## src/rtl/cart_bank_pkg.sv

```systemverilog
package cart_bank_pkg;

    // CPU bus geometry
    localparam int CPU_AW     = 16;
    localparam int CPU_DW     = 8;

    // ROM banking geometry
    localparam int ROM_BANK_W = 7;                       // full bank number
    localparam int ROM_LO_W   = 5;                       // part loaded by the low-bank register
    localparam int ROM_HI_W   = ROM_BANK_W - ROM_LO_W;   // part shared with the RAM bank
    localparam int ROM_OFS_W  = 14;                      // 16 KiB window
    localparam int ROM_AW     = ROM_BANK_W + ROM_OFS_W;

    // RAM banking geometry
    localparam int RAM_BANK_W = 2;
    localparam int RAM_OFS_W  = 13;                      // 8 KiB window
    localparam int RAM_AW     = RAM_BANK_W + RAM_OFS_W;

    // Unlock key compared against the low nibble of the data
    localparam logic [3:0] RAM_KEY = 4'hA;

    // Value seen on the bus when nothing drives it
    localparam logic [CPU_DW-1:0] OPEN_BUS = '1;

    // Control register selected by addr[14:13] in the lower half of the map
    typedef enum logic [1:0] {
        SEL_RAM_LOCK = 2'b00,
        SEL_BANK_LO  = 2'b01,
        SEL_SHARED   = 2'b10,
        SEL_MODE     = 2'b11
    } reg_sel_e;

    // CPU address regions relevant to the cartridge
    typedef enum logic [1:0] {
        RGN_ROM_FIXED,
        RGN_ROM_SWITCH,
        RGN_RAM,
        RGN_NONE
    } region_e;

    typedef enum logic {
        MODE_ROM = 1'b0,
        MODE_RAM = 1'b1
    } bank_mode_e;

    typedef struct packed {
        logic [ROM_BANK_W-1:0] rom_bank;
        logic [RAM_BANK_W-1:0] ram_bank;
        logic                  ram_open;
        bank_mode_e            mode;
    } bank_cfg_t;

    localparam bank_cfg_t CFG_RESET = '{
        rom_bank: ROM_BANK_W'(1),
        ram_bank: '0,
        ram_open: 1'b0,
        mode:     MODE_ROM
    };

    // Region of a CPU address
    function automatic region_e addr_region(input logic [CPU_AW-1:0] a);
        region_e r;
        if (a[15:14] == 2'b00)       r = RGN_ROM_FIXED;
        else if (a[15:14] == 2'b01)  r = RGN_ROM_SWITCH;
        else if (a[15:13] == 3'b101) r = RGN_RAM;
        else                         r = RGN_NONE;
        return r;
    endfunction

    // Which control register a write into the ROM range targets
    function automatic reg_sel_e addr_reg_sel(input logic [CPU_AW-1:0] a);
        return reg_sel_e'(a[14:13]);
    endfunction

    // A zero low bank field would alias the fixed window; promote it to one
    function automatic logic [ROM_LO_W-1:0] promote_bank(input logic [ROM_LO_W-1:0] v);
        return (v == '0) ? ROM_LO_W'(1) : v;
    endfunction

    // Unlock decision: only the low nibble matters
    function automatic logic key_matches(input logic [CPU_DW-1:0] d);
        return d[3:0] == RAM_KEY;
    endfunction

endpackage

```

## src/rtl/cbc_decode.sv

```systemverilog
// Address region and register-select decode for the CPU bus.
module cbc_decode
    import cart_bank_pkg::*;
(
    input  logic [CPU_AW-1:0] addr,
    input  logic              wr,
    input  logic              rd,
    output region_e           region,
    output reg_sel_e          sel,
    output logic              cfg_wr,     // write targets the control registers
    output logic              rom_access, // read into either ROM window
    output logic              ram_access  // read or write into the RAM window
);

    always_comb begin
        region     = addr_region(addr);
        sel        = addr_reg_sel(addr);
        cfg_wr     = wr && (region == RGN_ROM_FIXED || region == RGN_ROM_SWITCH);
        rom_access = rd && (region == RGN_ROM_FIXED || region == RGN_ROM_SWITCH);
        ram_access = (rd || wr) && (region == RGN_RAM);
    end

endmodule

```

## src/rtl/cbc_regs.sv

```systemverilog
// Control register file loaded by writes into the ROM address range.
module cbc_regs
    import cart_bank_pkg::*;
(
    input  logic              clk,
    input  logic              rst,
    input  logic              cfg_wr,
    input  reg_sel_e          sel,
    input  logic [CPU_DW-1:0] wdata,
    output bank_cfg_t         cfg
);

    bank_cfg_t cfg_q;
    bank_cfg_t cfg_d;

    always_comb begin
        cfg_d = cfg_q;
        if (cfg_wr) begin
            unique case (sel)
                SEL_RAM_LOCK: begin
                    cfg_d.ram_open = key_matches(wdata);
                end
                SEL_BANK_LO: begin
                    cfg_d.rom_bank[ROM_LO_W-1:0] = promote_bank(wdata[ROM_LO_W-1:0]);
                end
                SEL_SHARED: begin
                    // The two-bit field goes to one destination, chosen by the mode flag
                    if (cfg_q.mode == MODE_RAM) begin
                        cfg_d.ram_bank = wdata[RAM_BANK_W-1:0];
                    end else begin
                        cfg_d.rom_bank[ROM_BANK_W-1:ROM_LO_W] = wdata[ROM_HI_W-1:0];
                    end
                end
                SEL_MODE: begin
                    cfg_d.mode = bank_mode_e'(wdata[0]);
                end
                default: cfg_d = cfg_q;
            endcase
        end
    end

    always_ff @(posedge clk) begin
        if (rst) cfg_q <= CFG_RESET;
        else     cfg_q <= cfg_d;
    end

    assign cfg = cfg_q;

endmodule

```

## src/rtl/cbc_xlate.sv

```systemverilog
// Physical address translation for both memories.
module cbc_xlate
    import cart_bank_pkg::*;
(
    input  logic [CPU_AW-1:0] addr,
    input  region_e           region,
    input  bank_cfg_t         cfg,
    output logic [ROM_AW-1:0] rom_addr,
    output logic [RAM_AW-1:0] ram_addr
);

    logic [ROM_BANK_W-1:0] rom_bank_eff;

    always_comb begin
        // The fixed window always shows bank 0
        rom_bank_eff = (region == RGN_ROM_FIXED) ? '0 : cfg.rom_bank;
        rom_addr     = {rom_bank_eff, addr[ROM_OFS_W-1:0]};
        ram_addr     = {cfg.ram_bank, addr[RAM_OFS_W-1:0]};
    end

endmodule

```

## src/rtl/cart_bank_ctrl.sv

```systemverilog
// Cartridge bank controller: control registers, translation and read mux.
module cart_bank_ctrl
    import cart_bank_pkg::*;
(
    input  logic              clk,
    input  logic              rst,
    input  logic [15:0]       cpu_addr,
    input  logic [7:0]        cpu_wdata,
    input  logic              cpu_wr,
    input  logic              cpu_rd,
    output logic [7:0]        cpu_rdata,
    output logic [20:0]       rom_addr,
    output logic              rom_cs,
    input  logic [7:0]        rom_rdata,
    output logic [14:0]       ram_addr,
    output logic              ram_cs,
    output logic              ram_we,
    input  logic [7:0]        ram_rdata
);

    region_e   region;
    reg_sel_e  sel;
    logic      cfg_wr;
    logic      rom_access;
    logic      ram_access;
    bank_cfg_t cfg;

    cbc_decode u_decode (
        .addr       (cpu_addr),
        .wr         (cpu_wr),
        .rd         (cpu_rd),
        .region     (region),
        .sel        (sel),
        .cfg_wr     (cfg_wr),
        .rom_access (rom_access),
        .ram_access (ram_access)
    );

    cbc_regs u_regs (
        .clk    (clk),
        .rst    (rst),
        .cfg_wr (cfg_wr),
        .sel    (sel),
        .wdata  (cpu_wdata),
        .cfg    (cfg)
    );

    cbc_xlate u_xlate (
        .addr     (cpu_addr),
        .region   (region),
        .cfg      (cfg),
        .rom_addr (rom_addr),
        .ram_addr (ram_addr)
    );

    always_comb begin
        rom_cs = rom_access;
        ram_cs = ram_access && cfg.ram_open;
        ram_we = ram_cs && cpu_wr;

        unique case (region)
            RGN_ROM_FIXED, RGN_ROM_SWITCH: cpu_rdata = rom_rdata;
            RGN_RAM:                       cpu_rdata = cfg.ram_open ? ram_rdata : OPEN_BUS;
            default:                       cpu_rdata = OPEN_BUS;
        endcase
    end

endmodule

```

## config.mk

```make
export PLATFORM = sky130hd
export DESIGN_NAME = cart_bank_ctrl
export DESIGN_NICKNAME = d
export VERILOG_FILES = /design/src/rtl/cart_bank_pkg.sv /design/src/rtl/cbc_decode.sv /design/src/rtl/cbc_regs.sv /design/src/rtl/cbc_xlate.sv /design/src/rtl/cart_bank_ctrl.sv
export SDC_FILE = /design/constraint.sdc
export NUM_CORES = 1
export LEC_CHECK = 0
export ABC_AREA = 1
export BUFFER_PORTS_ARGS = -buffer_cell sky130_fd_sc_hd__buf_2
export CORE_MARGIN = 5
export CORE_UTILIZATION = 35
export CTS_CLUSTER_DIAMETER = 120
export DETAILED_ROUTE_END_ITERATION = 12
export GPL_ROUTABILITY_DRIVEN = 0
export PLACE_DENSITY = 0.89
export SLEW_MARGIN = 5
export SYNTH_ARGS = -nofsm -noshare
export SYNTH_HDL_FRONTEND = slang
export SYNTH_SLANG_ARGS = --single-unit
```

## constraint.sdc

```tcl
create_clock -name clk -period 1.03 [get_ports clk]
set_input_delay 0.206 -clock clk [delete_from_list [all_inputs] [get_ports clk]]
set_output_delay 0.206 -clock clk [all_outputs]
set_load 0.01 [all_outputs]
```

After elaboration in Yosys (flattened, before gate mapping)
Cells that the tools add are included.
{"block": "classes", "n_eq_ne": 8, "mux": 7, "bitwise_logic": 1, "n_reduce_logical": 17}
{"op": "$pmux 8 s2", "count": 1}
{"op": "$mux 8", "count": 1}
{"op": "$mux 7", "count": 1}
{"op": "$eq 2x1->1 const B", "count": 3}
{"op": "$eq 2x2->1 const B", "count": 3}
{"op": "$logic_not 2->1", "count": 3}
{"op": "$reduce_and 2->1", "count": 3}
{"op": "$reduce_and 3->1", "count": 2}
{"op": "$logic_and 1x1->1", "count": 5}
{"op": "$logic_not 5->1", "count": 1}
{"op": "$mux 5", "count": 1}
{"op": "$eq 4x4->1 const B", "count": 1}
{"op": "$mux 2", "count": 2}
{"op": "$eq 3x3->1 const B", "count": 1}
{"op": "$logic_or 1x1->1", "count": 2}
{"op": "$reduce_or 2->1", "count": 1}
{"op": "$mux 1", "count": 1}
{"op": "$not 1->1", "count": 1}
{"block": "word_totals", "ff_bits": 11, "in_bits": 44, "out_inout_bits": 47, "wordCells": 38}

Depth between registers and ports, before layout
{"block": "depth", "word_depth": 8, "mapped_depth": 7, "depth_no_buf": 7}

By module
From an unflattened synthesis, not the netlist that was laid out.
{"block": "unflattened", "hier_cells": 187, "hier_area_um2": 1066.0}
{"module": "cbc_regs", "instances": 1, "cells_per_inst": 82, "area_each_um2": 518.0, "seq_area_each_um2": 220.2}
{"module": "cbc_xlate", "instances": 1, "cells_per_inst": 44, "area_each_um2": 281.5, "seq_area_each_um2": 0.0}
{"module": "cart_bank_ctrl", "instances": 1, "cells_per_inst": 48, "area_each_um2": 207.7, "seq_area_each_um2": 0.0}
{"module": "cbc_decode", "instances": 1, "cells_per_inst": 13, "area_each_um2": 58.8, "seq_area_each_um2": 0.0}

Worst setup path before layout
OpenSTA, ideal clock, no wires.
{"block": "synth_timing", "path_kind": "reg-to-output", "startpoint": "register u_regs.cfg_q (netlist bit u_regs.cfg[1])", "endpoint": "output ram_cs", "arrival_time_ns": 0.770, "required_time_ns": 0.824, "setup_slack_ns": 0.054, "stages_incl_launch_ff": 3, "path_buffers": 0, "cell_sequence": "dfxtp_1 nand4_2 a21oi_1"}
{"block": "synth_between", "elab_chain_len": 1}
{"item": "start, declared", "line": "cbc_regs.sv:13", "source": "bank_cfg_t cfg_q;"}
{"item": "start signal, assigned", "line": "cbc_regs.sv:44", "source": "else cfg_q <= cfg_d;"}
{"item": "$logic_and 1x1->1", "line": "cart_bank_ctrl.sv:58", "source": "ram_cs = ram_access && cfg.ram_open;"}
{"item": "end, declared", "line": "cart_bank_ctrl.sv:16", "source": "output logic ram_cs,"}
Every way passes these cells.

Worst setup path after layout
{"block": "layout_timing", "startpoint": "register u_regs.cfg_q (netlist bit u_regs.cfg[1])", "endpoint": "output cpu_rdata[5]"}
{"block": "layout_between", "elab_chain_len": 2}
{"item": "$mux 8", "line": "cart_bank_ctrl.sv:63", "source": "RGN_RAM: cpu_rdata = cfg.ram_open ? ram_rdata : OPEN_BUS;"}
{"item": "$pmux 8 s2", "line": "cart_bank_ctrl.sv:61", "source": "unique case (region)"}
{"item": "end, declared", "line": "cart_bank_ctrl.sv:11", "source": "output logic [7:0] cpu_rdata,"}
Every way passes these cells.

==> impl_metrics.csv <==
group,metric,value,unit
status,violations,"negative setup slack",
power,power_density,843,nW/um2
timing,setup_viol,17,
timing,skew,0.0000708,ns
timing,final-hold-violation-count,0,
setup_path,ff2ff_setup_slack,0.18,ns
finish,final_util,49.3,%
timing,drv_slew,0,
setup_path,crit_chain,"nand4_4 -> o22a_1 -> buf_2",
yosys,yosysSeqAreaShare,24.4,%
yosys,syn-num-nets,184,
yosys,synth.cell_area,902,um2
finish,diodes,0,
detailed_routing,ant_nets,0,
detailed_routing,vias_per_cell,4.51,
hold_path,whs_path_depth,3,
clock_tree,clockRootBuffer,"clkbuf_4",
timing,max_slew_margin,83.4,%
detailed_routing,dr.pass1.iters,4,
finish,instances_no_fill,204,
power,p_comb_share,28.9,%
setup_path,cpPeakStageDelay,0.38,ns
floorplan,start_util,36.4,%
timing,period_share,126,%
detailed_routing,drtIter0Drc,7,
setup_path,endpoint_kind,"output pin",
power,seqPwrFrac,43.5,%
detailed_routing,vias,920,
setup_path,crit_type,"flop to output pin",
power,p_total,0.00103,W
clock_tree,clkTransAtPathRegs,0.06,ns
power,power_leakage,0.605,nW
clock_tree,clock-sinks,11,
clock_tree,cts-buffers-inserted,3,
status,run_status,"finished, violations left",
hold_path,min_from,"rst",
timing,setup_slack,-0.268,ns
floorplan,fp.dieW,60.8,um
setup_path,cp-start-kind,"flop",
yosys,ys_ff_latch,11,
finish,drive_above_1_share,50.0,%
power,p_switching,0.000290,W
yosys,synth_top_area_cell,"buf_4",
power,p_int,0.000740,W
floorplan,die_h,60.8,um
floorplan,num_rows,18,
hold_path,worst_hold_path_type,"input port to flop",
clock_tree,cts_tree,"built",
timing,max_freq,771,MHz
setup_path,path_buf_inv,1,
setup_path,cp.required,0.82,ns
setup_path,r2r-start,"u_regs.cfg[0]$_SDFFE_PP0P_",
detailed_routing,post_drt_wl_per_cell,11.0,um
power,pwr-share-clk,27.6,%
clock_tree,clock_latency,0.26,ns
yosys,netlist_instances,140,
setup_path,cp_slowest_cell,"dfxtp_4",
yosys,ys_warn_count,0,
timing,setup_tns,-2.61,ns
setup_path,cp_top_family,"flip-flops",
floorplan,fp.dieArea,3690,um2
yosys,synth_top_area_share,25.0,%
clock_tree,htreeDepth,1,
yosys,yosys-top-cells-area,"buf_4 25%, dfxtp_1 24%, nor2_1 12%",
detailed_routing,wl,2240,um
floorplan,core_area,2480,um2
power,irDropWorstVdd,0.636,mV
global_route,gr-total-overflow,0,
global_route,grt_use_total,12.3,%
finish,area_growth_syn_to_layout,35.5,%
yosys,syn_avg_cell_area,6.44,um2
setup_path,r2r-end,"u_regs.cfg[9]$_SDFFE_PP0P_",
placement,place_area,1040,um2
finish,layout.nets,219,
placement,place_inst,196,
detailed_routing,drc,0,
clock_tree,hold_buffers,0,
yosys,synthDistinctLibCells,15,
global_route,first_global_vias,858,
timing,worst_pin_slew,0.248,ns
setup_path,cp_max_fo,5,
setup_path,cp_data_arrival_time,1.09,ns
global_route,grt_max_degree,11,
finish,fill_cells,242,
global_route,grt_pass1_wl,3460,um
placement,port_buffers,48,
hold_path,timing.hold.worst_endpoint,"u_regs.cfg[4]$_SDFFE_PP1P_",
power,p_sw_share,28.1,%
clock_tree,cts_buffer_depth,2,
finish,stdcell_area,1220,um2
global_route,antenna_found_initial,0,
finish,largest_register_ffs,11,
flow_run,maxCapViolCount,0,
timing,period_needed,1.30,ns
floorplan,ios,91,
setup_path,worst_r2r_path_depth,5,
timing,rsz0062_at_grt,"true",
placement,dpl.hpwl,1720,um
[stage by stage]
stage	hold WS (ns)	setup slack, ns
2_1_floorplan	0.305	0.0544
5_1_grt	0.184	-0.325
3_3_place_gp	0.412	-0.142
6_report	0.161	-0.268
3_5_place_dp	0.412	-0.156
4_1_cts	0.160	-0.271
[cell families (layout without fill, tap and decap cells)]
group	after synthesis	in the layout	synth area share [%]
AOI/OAI and AO/OA	14	14	11.1
DFF	11	11	24.4
buffers and inverters	53	86	34.5
and+or+nand+nor	62	63	30.0
[cells in the mapped netlist]
library cell and instances:
a21oi_1 2, dfxtp_1 11, clkinv_1 1, o22a_1 8
nor3_1 2, buf_4 30, nor2_4 1, inv_1 22
nand4_2 1, nor2_2 1, nor3_2 1, nand2_1 18
nand3_1 8, nor2_1 30, o21ai_0 4
[repair_timing]
action                                  CTS  global route
pin swaps                                 3             7
endpoints found under the setup margin   17            18
cloned                                    1             0
gates resized for setup                  15            22
setup buffers                             2             1
[area by class of cell]
type,instances,area (um2),share of cell area [%]
timing repair buffer,59,398,32.5
inverter,23,86.3,7.06
multi-input combinational,77,442,36.1
clock buffer,4,26.3,2.15
tap,30,37.5,3.07
sequential,11,233,19.0
[per-layer routing]
layer | wire length (um) | GRT usage, % | up-vias
met1 | 889 | 13.7 | 385
li1 | - | - | 476
met5 | 0 | 0 | -
met3 | 229 | 2.77 | 10
met4 | 72 | 7.43 | 0
met2 | 1050 | 21.2 | 49
[power by group through the flow]
stage	Combinational [W]	Clock, W	Sequential (W)
2_1_floorplan	0.000220	0	0.000453
6_report	0.000298	0.000284	0.000448
5_1_grt	0.000329	0.000322	0.000450
3_3_place_gp	0.000248	0	0.000454
4_1_cts	0.000278	0.000293	0.000446
3_5_place_dp	0.000252	0	0.000455
[how the worst max path moves through the flow]
stage,cells past startpoint,startpoint,slack (ns),end
4_1_cts,3,u_regs.cfg[1]$_SDFFE_PP0P_,-0.27,cpu_rdata[1]
2_1_floorplan,2,u_regs.cfg[1]$_SDFFE_PP0P_,0.05,ram_cs
3_5_place_dp,4,cpu_addr[15],-0.16,cpu_rdata[1]
5_1_grt,3,u_regs.cfg[1]$_SDFFE_PP0P_,-0.33,cpu_rdata[7]
6_report,3,u_regs.cfg[1]$_SDFFE_PP0P_,-0.27,cpu_rdata[5]
3_3_place_gp,4,cpu_addr[15],-0.14,cpu_rdata[3]
[worst min-delay path: cells and delay by family]
| kind | cells | cell delay [ns] |
|---|---|---|
| compound gates | 1 | 0.04 |
| buf+inv | 1 | 0.10 |
| simple gates | 1 | 0.05 |
[layout by cell type, fill, tap and decap left out, drive strengths merged]
cell and instances:
clkbuf 4, nand4 2, a21oi 2, inv 22, o22a 8, dfxtp 11, o21ai 4, nor3 3
nand2 18, clkinv 1, nand3 8, nor2 32, buf 59
(Power assumes the default switching activity.)
